--- src/rtl/sp_pkg.sv ---
package sp_pkg;

    localparam int WORD_W  = 24;
    localparam int REF_W   = 14;
    localparam int A_W     = 6;
    localparam int B_W     = 13;
    localparam int CUR_W   = 3;
    localparam int TC_W    = 4;
    localparam int CNT_W   = TC_W + 2;

    typedef enum logic [1:0] {
        DST_REF  = 2'b00,
        DST_DIV  = 2'b01,
        DST_FUNC = 2'b10,
        DST_NONE = 2'b11
    } dest_e;

    typedef struct packed {
        logic [1:0]       pre;
        logic [CUR_W-1:0] cur_b;
        logic [CUR_W-1:0] cur_m;
        logic [TC_W-1:0]  tc;
        logic             timed;
        logic             fl_en;
        logic             hiz;
        logic             pol;
        logic [2:0]       mux;
        logic             spd;
        logic             crst;
    } func_t;

    function automatic func_t unpack_func(input logic [WORD_W-1:0] w);
        func_t f;
        f.pre   = w[23:22];
        f.cur_b = w[20:18];
        f.cur_m = w[17:15];
        f.tc    = w[14:11];
        f.timed = w[10];
        f.fl_en = w[9];
        f.hiz   = w[8];
        f.pol   = w[7];
        f.mux   = w[6:4];
        f.spd   = w[3];
        f.crst  = w[2];
        return f;
    endfunction

    // timeout length in ticks: 3 + 4*code
    function automatic logic [CNT_W-1:0] tmo_len(input logic [TC_W-1:0] tc);
        return {tc, 2'b11};
    endfunction

endpackage

--- src/rtl/sp_sync.sv ---
module sp_sync #(
    parameter int W      = 4,
    parameter int STAGES = 2
) (
    input  logic         clk,
    input  logic         rst,
    input  logic [W-1:0] d_i,
    output logic [W-1:0] q_o
);
    logic [W-1:0] stage_q [STAGES];

    always_ff @(posedge clk) begin
        if (rst) begin
            for (int i = 0; i < STAGES; i++) stage_q[i] <= '0;
        end else begin
            stage_q[0] <= d_i;
            for (int i = 1; i < STAGES; i++) stage_q[i] <= stage_q[i-1];
        end
    end

    assign q_o = stage_q[STAGES-1];
endmodule

--- src/rtl/sp_shifter.sv ---
module sp_shifter #(
    parameter int W = sp_pkg::WORD_W
) (
    input  logic         clk,
    input  logic         rst,
    input  logic         sclk_i,
    input  logic         sdata_i,
    input  logic         le_i,
    output logic [W-1:0] word_o,
    output logic         load_o
);
    logic         sclk_p, le_p;
    logic [W-1:0] sh_q, word_q;
    logic         load_q;
    logic         sclk_rise, le_rise;

    assign sclk_rise = sclk_i && !sclk_p;
    assign le_rise   = le_i && !le_p;

    always_ff @(posedge clk) begin
        if (rst) begin
            sclk_p <= 1'b0;
            le_p   <= 1'b0;
            sh_q   <= '0;
            word_q <= '0;
            load_q <= 1'b0;
        end else begin
            sclk_p <= sclk_i;
            le_p   <= le_i;
            if (sclk_rise) sh_q <= {sh_q[W-2:0], sdata_i};
            load_q <= le_rise;
            if (le_rise) word_q <= sh_q;
        end
    end

    assign word_o = word_q;
    assign load_o = load_q;

    AST_LOAD_FROM_STROBE: assert property (@(posedge clk) disable iff (rst)
        load_q |-> $past(le_i));
endmodule

--- src/rtl/sp_latches.sv ---
module sp_latches
    import sp_pkg::*;
(
    input  logic              clk,
    input  logic              rst,
    input  logic              load_i,
    input  logic [WORD_W-1:0] word_i,
    output logic [REF_W-1:0]  ref_o,
    output logic [A_W-1:0]    a_o,
    output logic [B_W-1:0]    b_o,
    output logic              div_load_o,
    output logic              gain_wr_o,
    output func_t             fn_o
);
    dest_e          dst;
    logic [REF_W-1:0] ref_q;
    logic [A_W-1:0]   a_q;
    logic [B_W-1:0]   b_q;
    func_t            fn_q;

    assign dst = dest_e'(word_i[1:0]);

    always_ff @(posedge clk) begin
        if (rst) begin
            ref_q <= '0;
            a_q   <= '0;
            b_q   <= '0;
            fn_q  <= '0;
        end else if (load_i) begin
            unique case (dst)
                DST_REF:  ref_q <= word_i[2 +: REF_W];
                DST_DIV: begin
                    a_q <= word_i[2 +: A_W];
                    b_q <= word_i[2 + A_W +: B_W];
                end
                DST_FUNC: fn_q  <= unpack_func(word_i);
                default:  ;
            endcase
        end
    end

    assign div_load_o = load_i && (dst == DST_DIV);
    assign gain_wr_o  = word_i[2 + A_W + B_W];
    assign ref_o      = ref_q;
    assign a_o        = a_q;
    assign b_o        = b_q;
    assign fn_o       = fn_q;

    AST_TOP_CODE_INERT: assert property (@(posedge clk) disable iff (rst)
        (load_i && word_i[1:0] == 2'b11) |=> ($stable(ref_q) && $stable(a_q) && $stable(b_q) && $stable(fn_q)));
endmodule

--- src/rtl/sp_fastlock.sv ---
module sp_fastlock
    import sp_pkg::*;
(
    input  logic             clk,
    input  logic             rst,
    input  logic             div_load_i,
    input  logic             gain_wr_i,
    input  logic             fl_en_i,
    input  logic             timed_i,
    input  logic [TC_W-1:0]  tc_i,
    input  logic [CUR_W-1:0] cur_m_i,
    input  logic [CUR_W-1:0] cur_b_i,
    input  logic             pd_i,
    input  logic             tick_i,
    output logic             gain_o,
    output logic [CUR_W-1:0] cur_o
);
    logic             gain_q;
    logic [CNT_W-1:0] cnt_q;
    logic             timer_on;

    assign timer_on = fl_en_i && timed_i && gain_q && tick_i && !pd_i;

    always_ff @(posedge clk) begin
        if (rst) begin
            gain_q <= 1'b0;
            cnt_q  <= '0;
        end else begin
            if (div_load_i) begin
                gain_q <= gain_wr_i;
                cnt_q  <= tmo_len(tc_i);
            end else if (timer_on) begin
                if (cnt_q <= CNT_W'(1)) gain_q <= 1'b0;
                else                    cnt_q  <= cnt_q - 1'b1;
            end
            if (pd_i) cnt_q <= tmo_len(tc_i);
        end
    end

    assign gain_o = gain_q;
    assign cur_o  = gain_q ? cur_b_i : cur_m_i;

    AST_GAIN_ONLY_BY_WRITE_OR_EXPIRY: assert property (@(posedge clk) disable iff (rst)
        (!div_load_i && !(tick_i && cnt_q == CNT_W'(1))) |=> $stable(gain_q));
    AST_AUTO_CLEAR_AT_LAST_TICK: assert property (@(posedge clk) disable iff (rst)
        ($fell(gain_q) && !$past(div_load_i)) |-> ($past(cnt_q) == CNT_W'(1) && $past(tick_i)));
    AST_PD_RELOADS_TIMER: assert property (@(posedge clk) disable iff (rst)
        pd_i |=> (cnt_q == tmo_len($past(tc_i))));
endmodule

--- src/rtl/synth_prog_front.sv ---
module synth_prog_front
    import sp_pkg::*;
(
    input  logic              clk,
    input  logic              rst,
    input  logic              ser_clk,
    input  logic              ser_data,
    input  logic              ser_le,
    input  logic              chip_en,
    input  logic              pfd_tick,
    output logic [REF_W-1:0]  ref_div,
    output logic [A_W-1:0]    a_div,
    output logic [B_W-1:0]    b_div,
    output logic              gain,
    output logic              cnt_reset,
    output logic              soft_pd,
    output logic [2:0]        mux_sel,
    output logic              pd_polarity,
    output logic              cp_hiz,
    output logic              fl_enable,
    output logic              fl_timed,
    output logic [TC_W-1:0]   tmo_code,
    output logic [CUR_W-1:0]  cur_main,
    output logic [CUR_W-1:0]  cur_boost,
    output logic [1:0]        pre_sel,
    output logic [CUR_W-1:0]  cur_active,
    output logic              powered_down
);
    logic [3:0]        pins_s;
    logic [WORD_W-1:0] word;
    logic              load;
    logic              div_load, gain_wr;
    func_t             fn;
    logic              pd;

    sp_sync #(.W(4), .STAGES(2)) u_sync (
        .clk (clk), .rst (rst),
        .d_i ({chip_en, ser_le, ser_data, ser_clk}),
        .q_o (pins_s)
    );

    sp_shifter #(.W(WORD_W)) u_shift (
        .clk (clk), .rst (rst),
        .sclk_i (pins_s[0]), .sdata_i (pins_s[1]), .le_i (pins_s[2]),
        .word_o (word), .load_o (load)
    );

    sp_latches u_lat (
        .clk (clk), .rst (rst),
        .load_i (load), .word_i (word),
        .ref_o (ref_div), .a_o (a_div), .b_o (b_div),
        .div_load_o (div_load), .gain_wr_o (gain_wr),
        .fn_o (fn)
    );

    assign pd = !pins_s[3] || fn.spd;

    sp_fastlock u_fl (
        .clk (clk), .rst (rst),
        .div_load_i (div_load), .gain_wr_i (gain_wr),
        .fl_en_i (fn.fl_en), .timed_i (fn.timed), .tc_i (fn.tc),
        .cur_m_i (fn.cur_m), .cur_b_i (fn.cur_b),
        .pd_i (pd), .tick_i (pfd_tick),
        .gain_o (gain), .cur_o (cur_active)
    );

    assign cnt_reset    = fn.crst;
    assign soft_pd      = fn.spd;
    assign mux_sel      = fn.mux;
    assign pd_polarity  = fn.pol;
    assign cp_hiz       = fn.hiz;
    assign fl_enable    = fn.fl_en;
    assign fl_timed     = fn.timed;
    assign tmo_code     = fn.tc;
    assign cur_main     = fn.cur_m;
    assign cur_boost    = fn.cur_b;
    assign pre_sel      = fn.pre;
    assign powered_down = pd;
endmodule

--- config.mk ---
export PLATFORM = sky130hd
export DESIGN_NAME = synth_prog_front
export DESIGN_NICKNAME = d
export VERILOG_FILES = /design/src/rtl/sp_pkg.sv /design/src/rtl/sp_sync.sv /design/src/rtl/sp_shifter.sv /design/src/rtl/sp_latches.sv /design/src/rtl/sp_fastlock.sv /design/src/rtl/synth_prog_front.sv
export SDC_FILE = /design/constraint.sdc
export NUM_CORES = 1
export LEC_CHECK = 0
export BUFFER_PORTS_ARGS = -buffer_cell sky130_fd_sc_hd__buf_2
export CORE_UTILIZATION = 36
export CTS_CLUSTER_DIAMETER = 60
export DETAILED_ROUTE_END_ITERATION = 7
export HOLD_SLACK_MARGIN = 0.12
export REMOVE_ABC_BUFFERS = 1
export SETUP_SLACK_MARGIN = 0.2
export SLEW_MARGIN = 20
export SYNTH_ARGS = -nofsm -noshare
export SYNTH_HDL_FRONTEND = slang
export SYNTH_SLANG_ARGS = --single-unit
export TNS_END_PERCENT = 30
--- constraint.sdc ---
create_clock -name clk -period 2.65 [get_ports clk]
set_clock_uncertainty 0.05 [all_clocks]
set_input_delay 0.265 -clock clk [delete_from_list [all_inputs] [get_ports clk]]
set_output_delay 0.265 -clock clk [all_outputs]
set_load 0.02 [all_outputs]
After elaboration in Yosys (flattened, before gate mapping) --
Memories as Yosys holds them, arrays and structs flattened. Cells that the tools add are included.
Word-level totals: register bits after elaboration 112, RAM bits 8, input port bits 7, output and inout port bits 59, word-level logic and storage cells 63, memories 1
Memories:
- u_sync.stage_q | words 2, bits a word 4, rd ports 2, clocked after memory_dff 0, wr ports 2, line sp_sync.sv:10 | logic [W-1:0] stage_q [STAGES];
Cells by class: add/subtract/negate cells 1, order comparisons 1, equality and inequality tests 3, multiplexer cells 13, bitwise operators 2, reductions and logical operators 21
Operators by type and width (count):
- $mux W6 | 4
- $reduce_and A2 Y1 | 5
- $mux W4 | 2
- $logic_and A1 B1 Y1 | 7
- $le A6 B1 Y1 const B | 1
- $mux W1 | 6
- $sub A6 B1 Y6 const B | 1
- $logic_not A1 Y1 | 4
- $reduce_bool A2 Y1 | 2
- $mux W3 | 1
- $ne A3 B2 Y1 const B | 1
- $reduce_bool A3 Y1 | 1
- $eq A2 B1 Y1 const B | 1
- $eq A2 B2 Y1 const B | 1
- $logic_not A2 Y1 | 1
- $or A1 B1 Y1 | 2
- $logic_or A1 B1 Y1 | 1

Logic depth before layout (Yosys ltp) --
word-level depth 7, mapped depth 6, mapped depth without buffers 6

Cells and area by module --
A second synthesis with hierarchy kept.
Unflattened totals: cells, all modules 448, area, all modules 4927.2 um^2
Modules (own cells, without submodules):
- sp_latches | times used 1, cells an instance 203, area an instance 2233.4 um^2, sequential area each 1081.0 um^2
- sp_shifter | times used 1, cells an instance 166, area an instance 1953.1 um^2, sequential area each 1021.0 um^2
- sp_fastlock | times used 1, cells an instance 58, area an instance 494.2 um^2, sequential area each 140.1 um^2
- sp_sync | times used 1, cells an instance 20, area an instance 240.2 um^2, sequential area each 160.2 um^2
- synth_prog_front | times used 1, cells an instance 1, area an instance 6.3 um^2, sequential area each 0.0 um^2

Least setup slack after synthesis --
OpenSTA, ideal clock, no wires.
path type reg-to-reg, start register u_fl.cnt_q[2], end register u_fl.cnt_q[1], library setup time 70 ps, arrival 1686 ps, required time 2530 ps, setup slack 844 ps, cell stages (with the launch flop) 6, buffers on the path 1, period minus slack after synthesis 1806 ps, cell sequence dfxtp_1 or4_1 buf_2 o21ai_0 mux2_2 a21oi_1
On the way: cells in the longest elaborated chain, start to end 3
RTL lines:
- start, declared | line sp_fastlock.sv:19 | logic [CNT_W-1:0] cnt_q;
- start signal, assigned | line sp_fastlock.sv:31 | cnt_q <= tmo_len(tc_i);
- start signal, assigned | line sp_fastlock.sv:34 | else cnt_q <= cnt_q - 1'b1;
- start signal, assigned | line sp_fastlock.sv:36 | if (pd_i) cnt_q <= tmo_len(tc_i);
- $le A6 B1 Y1 | line sp_fastlock.sv:33 | if (cnt_q <= CNT_W'(1)) gain_q <= 1'b0;
- $ne A3 B2 Y1 (no line)
- $reduce_and A2 Y1 (no line)
Every way passes these cells. A chain may end at the register's enable or synchronous reset.

Worst setup path after layout --
Same ends and word-level chain as after synthesis.

==> impl_metrics.json <==
{
  "status": "finished, final reports clean",
  "nFillCells": 1126,
  "path_clk_slew_ps": 60,
  "cts_buffer_depth": 2,
  "clk_latency_ps": 410,
  "crit_type": "reg2reg",
  "setup_violations": 0,
  "n_antenna_cell": 0,
  "period_needed_ps": 1950,
  "yosysWarnings": 0,
  "netlist.area_leader.share_pct": 56.7,
  "power-per-cell-area_mw_per_mm2": 793,
  "ys.flop_type": "dfxtp_1",
  "hp-class": "in2reg",
  "num_vias": 3648,
  "fin_cells": 740,
  "stdcell_area_mm2": 0.00533,
  "dieWidth_um": 110,
  "start_util_pct": 37.0,
  "syn-cell-area_mm2": 0.00424,
  "r2r-start": "u_fl.cnt_q[2]$_SDFFE_PP0P_",
  "ir_drop_mv": 0.337,
  "synth_top_area_cell": "dfxtp_1",
  "gp_congestion": 0.745,
  "ys_top_cells_by_area": "dfxtp_1 (57%), nand2_1 (18%), a21oi_1 (12%)",
  "viasPerCell": 4.93,
  "start_kind": "register",
  "ys_ff_latch": 120,
  "cts_buffers": 17,
  "power_leakage_nw": 2.01,
  "grt_pass1_wl_um": 16600,
  "row_count": 39,
  "wirelength_um": 9780,
  "synth_edf_count": 0,
  "synthArstFlopShare_pct": 0,
  "final_nets": 593,
  "h-tree-depth": 4,
  "netlist_top_cells_count": "nand2_1 (205), dfxtp_1 (120), a21oi_1 (105)",
  "drive_gt1_share_pct": 18.8,
  "crit_start": "u_fl.cnt_q[2]$_SDFFE_PP0P_",
  "antenna_found_initial": 0,
  "rsz0062_at_grt": "false",
  "drtIter0Drc": 208,
  "postPlaceCellArea_mm2": 0.00469,
  "worst_ep_arrival_time_ps": 2240,
  "slew_headroom_pct": 38.1,
  "r2r_slack_ps": 700,
  "r2r-end": "u_fl.cnt_q[1]$_SDFFE_PP0P_",
  "grt_overflow_total": 0,
  "io_pins": 66,
  "ctsResizeCount": 0,
  "critPathCapture": "u_fl.cnt_q[1]$_SDFFE_PP0P_",
  "timing.hold.ws_ps": 281,
  "critPathMaxFanout": 6,
  "ys_types": 27,
  "die_h_um": 110,
  "cp_data_required_time_ps": 2940,
  "period_share_pct": 73.5,
  "syn_inst": 524,
  "yosysSeqAreaShare_pct": 56.7,
  "ant_nets": 0,
  "drv_slew": 0,
  "setup_tns_ps": 0,
  "cts_tree": "built",
  "syn_area_per_cell_um2": 8.09,
  "root_buffer": "clkbuf_16",
  "core-area_mm2": 0.0115,
  "routedWlPerCell_um": 13.2,
  "grt_use_total_pct": 17.0,
  "first_pass_iters": 7,
  "syn_to_final_growth_pct": 25.8,
  "place.detailed.hpwl_um": 6160,
  "hold_viol": 0,
  "synth.most_common_cell": "nand2_1",
  "cts_post_setup_buffers_inserted": 0,
  "worst_pin_slew_ps": 928,
  "ctsHoldBuffers": 4,
  "cts.sinks": 120,
  "end_kind": "register",
  "fmax_mhz": 513,
  "min_path_cells": 2,
  "maxCapViolCount": 0,
  "dp_cells": 704,
  "worstRegToRegCells": 4,
  "drcViolationCount": 0,
  "die-area_mm2": 0.0122,
  "pre_cts_slack_ps": 734,
  "placement.io_buffers": 65,
  "grt_max_degree": 53,
  "grt_pass1_vias": 3454,
  "setup_ws_ps": 703
}
## state kept, by name, indices dropped and copies added (netlist names)
name	count
u_fl.gain_o	1
u_shift.le_p	1
u_shift.word_o	24
u_shift.load_o	1
u_shift.sh_q	24
u_lat.b_o	13
u_fl.cnt_q	6
u_shift.sclk_p	1
u_lat.fn_o	21
u_sync.stage_q	8
u_lat.a_o	6
u_lat.ref_o	14
## power breakdown
part | switching (mW) | total [mW] | internal (mW)
combinational | 0.0666 | 0.0940 | 0.0274
clock | 0.835 | 2.31 | 1.48
sequential | 0.00563 | 1.82 | 1.82
## cell type report
class	count	area, um2	area share (%)
Clock buffer	17	425	7.98
Timing Repair Buffer	78	448	8.40
Sequential cell	120	2400	45.0
Inverter	2	7.51	0.141
Clock inverter	15	179	3.36
Multi-Input combinational cell	365	1690	31.7
Tap cell	143	179	3.36
## layout by cell type, fill, tap and decap left out, types with 4 or more instances in the layout
cell type and n:
a211oi_1 4, a21oi_1 105, buf_2 64, buf_4 9, clkbuf_16 17, clkinv_4 4, clkinvlp_4 4, dfxtp_1 120
dlygate4sd3_1 4, mux2_2 4, nand2_1 205, nor2_1 8, nor2b_1 13, xor2_1 4
## worst max-delay path, stage by stage, from the launching register on
cell,delay (ps)
dfxtp_1,340
or4_1,610
o21ai_0,360
mux2_2,380
a21oi_1,130
## cells by family (layout without fill, tap and decap cells)
kind of cell,Yosys count,after routing,synth area share [%]
adder cells (fa/ha/maj),2,2,0.590
multiplexers,4,4,1.06
AND/OR/NAND/NOR,242,242,23.5
buffers and inverters,39,112,3.51
XOR/XNOR,5,5,1.03
flip-flops,120,120,56.7
AO/OA/AOI/OAI,112,112,13.6
## per-stage QoR
stage / utilization (%) / total power, mW
floorplan: - / 1.89
global placement: 40.9 / 1.95
detailed placement: 40.9 / 1.95
CTS: 46.5 / 4.26
global route: 46.5 / 4.37
finish: 46.5 / 4.23
## routing by layer
| metal | wire length (um) | GRT usage, % | vias to the layer above |
|---|---|---|---|
| met4 | 106 | 6.40 | 0 |
| met3 | 399 | 5.16 | 10 |
| li1 | - | - | 1831 |
| met5 | 0 | 0 | - |
| met2 | 4640 | 27.9 | 92 |
| met1 | 4640 | 20.9 | 1715 |
## worst min path at each step
stage | end | slack (ps) | startpoint
4_1_cts | u_sync.stage_q[0][5]$_SDFF_PP0_ | 280 | rst
5_1_grt | u_sync.stage_q[0][6]$_SDFF_PP0_ | 300 | rst
6_report | u_sync.stage_q[0][2]$_SDFF_PP0_ | 280 | rst
3_3_place_gp | u_shift.load_o$_SDFF_PP0_ | 370 | u_shift.le_p$_SDFF_PP0_
2_1_floorplan | u_fl.cnt_q[0]$_SDFFE_PP0P_ | 280 | rst
3_5_place_dp | u_sync.stage_q[0][5]$_SDFF_PP0_ | 370 | u_sync.stage_q[0][1]$_SDFF_PP0_
(Power assumes the default switching activity.)
